**src/rtl/rmw_pkg.sv**
```systemverilog
package rmw_pkg;

    typedef enum logic [2:0] {
        OP_ASL = 3'd0,
        OP_DEC = 3'd1,
        OP_INC = 3'd2,
        OP_LSR = 3'd3,
        OP_ROL = 3'd4,
        OP_ROR = 3'd5,
        OP_TRB = 3'd6,
        OP_TSB = 3'd7
    } rmw_op_e;

    typedef enum logic [2:0] {
        ST_IDLE   = 3'd0,
        ST_DUMMY  = 3'd1,
        ST_RD_LO  = 3'd2,
        ST_RD_FIN = 3'd3,
        ST_FILLER = 3'd4,
        ST_MODIFY = 3'd5,
        ST_WR_HI  = 3'd6,
        ST_WR_LO  = 3'd7
    } rmw_state_e;

endpackage

```
**src/rtl/rmw_alu.sv**
```systemverilog
module rmw_alu
    import rmw_pkg::*;
#(
    parameter int DATA_W = 16
) (
    input  rmw_op_e           op_i,
    input  logic              wide_i,
    input  logic [DATA_W-1:0] val_i,
    input  logic [DATA_W-1:0] acc_i,
    input  logic              carry_i,
    output logic [DATA_W-1:0] res_o,
    output logic              carry_o,
    output logic              zero_o
);
    localparam int BYTE_W = DATA_W / 2;
    localparam logic [DATA_W-1:0] LO_MASK = {{BYTE_W{1'b0}}, {BYTE_W{1'b1}}};
    localparam logic [DATA_W-1:0] TOP_W   = {1'b1, {(DATA_W-1){1'b0}}};
    localparam logic [DATA_W-1:0] TOP_N   = {{BYTE_W{1'b0}}, 1'b1, {(BYTE_W-1){1'b0}}};
    localparam logic [DATA_W-1:0] ONE     = {{(DATA_W-1){1'b0}}, 1'b1};

    logic [DATA_W-1:0] mask, v, a, top, cin_vec;
    logic              msb;

    always_comb begin
        mask    = wide_i ? '1 : LO_MASK;
        top     = wide_i ? TOP_W : TOP_N;
        v       = val_i & mask;
        a       = acc_i & mask;
        msb     = wide_i ? val_i[DATA_W-1] : val_i[BYTE_W-1];
        cin_vec = carry_i ? ONE : '0;
        res_o   = v;
        carry_o = carry_i;
        unique case (op_i)
            OP_ASL: begin res_o = (v << 1) & mask;           carry_o = msb;      end
            OP_DEC: begin res_o = (v - ONE) & mask;                              end
            OP_INC: begin res_o = (v + ONE) & mask;                              end
            OP_LSR: begin res_o = v >> 1;                    carry_o = v[0];     end
            OP_ROL: begin res_o = ((v << 1) | cin_vec) & mask; carry_o = msb;    end
            OP_ROR: begin res_o = (v >> 1) | (carry_i ? top : '0); carry_o = v[0]; end
            OP_TRB: begin res_o = v & ~a;                                        end
            OP_TSB: begin res_o = v | a;                                         end
            default: res_o = v;
        endcase
        if (op_i == OP_TRB || op_i == OP_TSB) zero_o = ((v & a) == '0);
        else                                  zero_o = (res_o == '0);
    end
endmodule

```
**src/rtl/rmw_bus_drive.sv**
```systemverilog
module rmw_bus_drive
    import rmw_pkg::*;
#(
    parameter int ADDR_W = 24,
    parameter int DATA_W = 16
) (
    input  rmw_state_e          state_i,
    input  logic                wide_i,
    input  logic [ADDR_W-1:0]   addr_i,
    input  logic [DATA_W-1:0]   dbuf_i,
    output logic                req_o,
    output logic                we_o,
    output logic [ADDR_W-1:0]   addr_o,
    output logic [DATA_W/2-1:0] wdata_o
);
    localparam int BYTE_W = DATA_W / 2;

    always_comb begin
        req_o   = (state_i != ST_IDLE) && (state_i != ST_MODIFY);
        we_o    = (state_i == ST_WR_HI) || (state_i == ST_WR_LO) ||
                  ((state_i == ST_FILLER) && !wide_i);
        addr_o  = addr_i;
        wdata_o = (state_i == ST_WR_HI) ? dbuf_i[DATA_W-1:BYTE_W] : dbuf_i[BYTE_W-1:0];
    end
endmodule

```
**src/rtl/rmw_sequencer.sv**
```systemverilog
module rmw_sequencer
    import rmw_pkg::*;
#(
    parameter int ADDR_W = 24,
    parameter int DATA_W = 16
) (
    input  logic                clk,
    input  logic                rst_n,
    input  logic                start,
    input  logic                wide,
    input  logic                indexed,
    input  logic [2:0]          op_sel,
    input  logic [ADDR_W-1:0]   addr_in,
    input  logic [DATA_W-1:0]   acc_in,
    input  logic                carry_in,
    output logic                bus_req,
    output logic                bus_we,
    output logic [ADDR_W-1:0]   bus_addr,
    output logic [DATA_W/2-1:0] bus_wdata,
    input  logic                bus_ack,
    input  logic [DATA_W/2-1:0] bus_rdata,
    output logic                busy,
    output logic                done,
    output logic [DATA_W-1:0]   result,
    output logic                carry_out,
    output logic                zero_out
);
    localparam int BYTE_W = DATA_W / 2;
    localparam logic [ADDR_W-1:0] ADDR_ONE = {{(ADDR_W-1){1'b0}}, 1'b1};

    typedef struct packed {
        rmw_state_e        state;
        logic [ADDR_W-1:0] addr;
        logic [DATA_W-1:0] dbuf;
        logic [DATA_W-1:0] acc;
        rmw_op_e           op;
        logic              wide;
        logic              carry;
        logic              zero;
        logic              done;
    } regs_t;

    regs_t r_d, r_q;

    logic [DATA_W-1:0] alu_res;
    logic              alu_carry, alu_zero;
    logic              step;

    rmw_alu #(.DATA_W(DATA_W)) alu_i (
        .op_i    (r_q.op),
        .wide_i  (r_q.wide),
        .val_i   (r_q.dbuf),
        .acc_i   (r_q.acc),
        .carry_i (r_q.carry),
        .res_o   (alu_res),
        .carry_o (alu_carry),
        .zero_o  (alu_zero)
    );

    rmw_bus_drive #(.ADDR_W(ADDR_W), .DATA_W(DATA_W)) drive_i (
        .state_i (r_q.state),
        .wide_i  (r_q.wide),
        .addr_i  (r_q.addr),
        .dbuf_i  (r_q.dbuf),
        .req_o   (bus_req),
        .we_o    (bus_we),
        .addr_o  (bus_addr),
        .wdata_o (bus_wdata)
    );

    assign step = bus_req && bus_ack;

    always_comb begin
        r_d      = r_q;
        r_d.done = 1'b0;
        unique case (r_q.state)
            ST_IDLE: begin
                if (start) begin
                    r_d.addr  = addr_in;
                    r_d.op    = rmw_op_e'(op_sel);
                    r_d.wide  = wide;
                    r_d.acc   = acc_in;
                    r_d.carry = carry_in;
                    r_d.dbuf  = '0;
                    if (indexed)   r_d.state = ST_DUMMY;
                    else if (wide) r_d.state = ST_RD_LO;
                    else           r_d.state = ST_RD_FIN;
                end
            end
            ST_DUMMY: if (step) r_d.state = r_q.wide ? ST_RD_LO : ST_RD_FIN;
            ST_RD_LO: if (step) begin
                r_d.dbuf[BYTE_W-1:0] = bus_rdata;
                r_d.addr             = r_q.addr + ADDR_ONE;
                r_d.state            = ST_RD_FIN;
            end
            ST_RD_FIN: if (step) begin
                if (r_q.wide) r_d.dbuf[DATA_W-1:BYTE_W] = bus_rdata;
                else          r_d.dbuf[BYTE_W-1:0]      = bus_rdata;
                r_d.state = ST_FILLER;
            end
            ST_FILLER: if (step) r_d.state = ST_MODIFY;
            ST_MODIFY: begin
                r_d.dbuf  = alu_res;
                r_d.carry = alu_carry;
                r_d.zero  = alu_zero;
                r_d.state = r_q.wide ? ST_WR_HI : ST_WR_LO;
            end
            ST_WR_HI: if (step) begin
                r_d.addr  = r_q.addr - ADDR_ONE;
                r_d.state = ST_WR_LO;
            end
            ST_WR_LO: if (step) begin
                r_d.state = ST_IDLE;
                r_d.done  = 1'b1;
            end
            default: r_d.state = ST_IDLE;
        endcase
    end

    always_ff @(posedge clk or negedge rst_n) begin
        if (!rst_n) r_q <= '0;
        else        r_q <= r_d;
    end

    assign busy      = (r_q.state != ST_IDLE);
    assign done      = r_q.done;
    assign result    = r_q.dbuf;
    assign carry_out = r_q.carry;
    assign zero_out  = r_q.zero;
endmodule

```
**config.mk**
```make
export PLATFORM = sky130hd
export DESIGN_NAME = rmw_sequencer
export DESIGN_NICKNAME = d
export VERILOG_FILES = /design/src/rtl/rmw_pkg.sv /design/src/rtl/rmw_alu.sv /design/src/rtl/rmw_bus_drive.sv /design/src/rtl/rmw_sequencer.sv
export SDC_FILE = /design/constraint.sdc
export NUM_CORES = 1
export LEC_CHECK = 0
export BUFFER_PORTS_ARGS = -buffer_cell sky130_fd_sc_hd__buf_2
export CAP_MARGIN = 0
export CORE_UTILIZATION = 53
export DETAILED_ROUTE_END_ITERATION = 10
export GPL_ROUTABILITY_DRIVEN = 0
export HOLD_SLACK_MARGIN = 0.05
export PLACE_DENSITY = 0.75
export REMOVE_ABC_BUFFERS = 1
export SLEW_MARGIN = 25
export SYNTH_ARGS = -nofsm -noshare
export SYNTH_HDL_FRONTEND = slang
export SYNTH_HIERARCHICAL = 1
export SYNTH_SLANG_ARGS = --single-unit
```
**constraint.sdc**
```tcl
create_clock -name clk -period 3.06 [get_ports clk]
set_input_delay 0.153 -clock clk [delete_from_list [all_inputs] [get_ports clk]]
set_output_delay 0.153 -clock clk [all_outputs]
set_load 0.1 [all_outputs]
```
==> results.md <==
- Post-Place Cells: 1137
- CP Max Fanout: 8
- Crit-path most repeated cell: nand2_1
- Clk_lat worst skew: 0.34 ns
- Final period util: 1.01
- IO buf count: 111
- Crit-path leading delay family: compound AO/OA/AOI/OAI gates
- Simple-Gate Fraction of Synth Area: 0.278
- Pre-antenna DRT Iters: 7
- Max Cap Viol: 0
- Part of the Yosys area used for sequential elements: 0.243
- Post-synth ARST share: 1.00
- Iter 0 DRT Violations: 930
- Root Buffer: clkbuf_16
- Commonest non-fill, non-tap cells in the layout: 124 x nand2_1, 111 x buf_2, 92 x a21oi_1
- Synth Area in Compound Gates: 0.275
- CP max-delay cell: a221o_2
- Slew @ Worst Pin: 0.650 ns
- Top post-synthesis cells by area: dfrtp_1 24%, nand2_1 6.8%, a21oi_1 6.8%
- Antenna Cells: 0
- Wire length of the first global-routing pass: 35600 µm
- HP Class: in2reg
- DIE AREA: 13300 µm²
- Syn Inst Count: 918
- Clock skew: 0.0122 ns
- Synthesized cell area: 6810 µm²
- DRC Markers: 0
- Pin count of the biggest net entering global routing: 39
- Final #Nets: 1073
- Hold WS: 0.0553 ns
- Vias: 7572
- Critical path launch point type: register
- Count of cell types in the netlist: 89
- Total GRT Usage: 0.345
- F_max: 324 MHz
- Commonest non-fill, non-tap cell in the layout: nand2_1
- Die W: 115 µm
- Critical Path Max Stage Delay: 0.42 ns
- CTS tree: done
- Post-synthesis mux area share: 0.0566
- # IOs: 112
- Grt total ovfl: 0
- Syn. warnings: 6
- Critical Path RT: 3.34 ns
- Worst EP arrival: 3.37 ns
- Core region area: 12600 µm²
- H-tree depth: 3
- HPWL after DPL: 15900 µm
- Final WS setup: -0.0248 ns
- Xor and xnor area share after synthesis: 0.0193
- EDFF count, synth: 0
- CTS sink count: 66
- Antenna violations before repair: 0
- WP buf/inv: 2
- Main synth FF type: dfrtp_1
- Vias in the first global route: 6713
- Crit path cell chain: nor3b_4, inv_4, fa_2, a21o_1, a221o_2, buf_4, o211ai_1, and2_0, a31oi_1, nor3_1, nand4b_1, o31ai_2, nand2_1, nand2_1
- Synth top area share: 0.243
- Initial Utilization: 0.542
- Antenna Nets Post-Route: 0
- Slew headroom: 0.567
- # setup viols final: 1
- Fill cells: 1166
- Final Non-Filler Cells: 1178
- Synthesized flop and latch total: 66
- WL/cell: 19.0 µm
- Share of cells above drive strength 1: 0.225
- Kind of critical path: reg2reg
- Routed Wire Length: 22400 µm
- Row count: 41
- Status: complete, but fails checks
- Drt via density: 6.43
- Avg Synthesized Cell Area: 7.42 µm²
- Min Tclk post-route: 3.08 ns
- Fin. Hold Viols: 0
- Synth Area in Adders: 0.0268
- Area leader, netlist: dfrtp_1
- RSZ-0062 raised after global routing: true
- Main combinational cell family by area after synthesis: simple AND/OR/NAND/NOR gates
- Endpoint class of the critical path: register
- CTS Buffer Depth: 2
- Reg clk slew, reported paths: 0.06 ns
- Final core utilization: 0.625
- Slew Limit Fails: 0
- Die span in y: 115 µm
- Area grow syn2layout: 15.3%
- TritonCTS buffer count: 9
- Violated checks: setup timing
-- stage by stage --
stage	setup WS (ns)	setup TNS, ns	instance area [µm²]
detailed placement	0.0453	0	7320
global placement	0.0755	0	7320
global route	-0.134	-0.371	7850
floorplan	-1.02	-22.48	6170
finish	-0.0248	-0.0248	7850
CTS	0.0325	0	7790
-- cell type report --
cell class | instances | area (µm²) | share of cell area
repair buffers | 186 | 1170 | 0.149
multi-input cells | 723 | 4490 | 0.571
flip-flops and latches | 66 | 1650 | 0.210
inverters | 15 | 58.8 | 0.00749
well taps | 172 | 215 | 0.0274
clock inverters | 7 | 46.3 | 0.00590
clock buffers | 9 | 225 | 0.0287
-- state kept, by name (all words and copies together) (netlist names) --
name / flops
r_q: 47
result: 16
carry_out: 1
done: 1
zero_out: 1
-- synth_stat cells, drive strengths merged, types with 4 or more instances --
library cell,number
nor3b,5
or3,10
o22ai,8
and2,7
or2,6
dfrtp,66
o211ai,9
o21ai,49
a21o,10
nand2b,11
nor2b,8
buf,70
or4,6
nor3,29
ha,13
mux2i,25
a221o,4
a211oi,11
nand4,15
nand4b,4
mux2,12
nor2,85
a221oi,7
inv,15
a22oi,26
clkbuf,44
xor2,4
a31oi,14
a21oi,94
nor4,14
nand2,124
xnor2,11
and3,8
nand3,33
-- repair_timing --
item	CTS	global route
hold endpoints to repair	44	0
endpoints found under the setup margin	0	5
hold buffers	20	0
gates resized for setup	0	4
setup buffers	0	5
-- logic make-up after synthesis --
logic type	after synthesis
xor gates and xnor gates	15
adders and majority gates	14
buffers and inverters	129
DFF	66
and+or+nand+nor	378
muxes	37
AOI/OAI and AO/OA	279
-- per-layer routing --
layer / vias up / global-route usage / part of all wire
met2: 506 / 0.525 / 0.45
met1: 3467 / 0.480 / 0.41
met5: - / 0 / 0
met4: 0 / 0.157 / 0.044
li1: 3514 / - / -
met3: 85 / 0.0569 / 0.10
-- worst paths after layout --
check	startpoint	end	slack [ns]	cells past startpoint
max	r_q[6]	zero_out	-0.02	14
min	addr_in[12]	r_q[51]	0.06	3
max reg2reg	r_q[6]	zero_out	-0.02	14
min reg2reg	r_q[15]	r_q[15]	0.54	2
max in group asynchronous	rst_n	r_q[56]	1.89	3
min in group asynchronous	rst_n	result[12]	0.37	2
-- worst min-delay path: stages --
cell and delay, ns:
buf_2 0.07, nand3_1 0.05, nand3_1 0.08
Power is not shown: default switching activity piles up to over one toggle a cycle in this logic, so the estimate is an artifact.
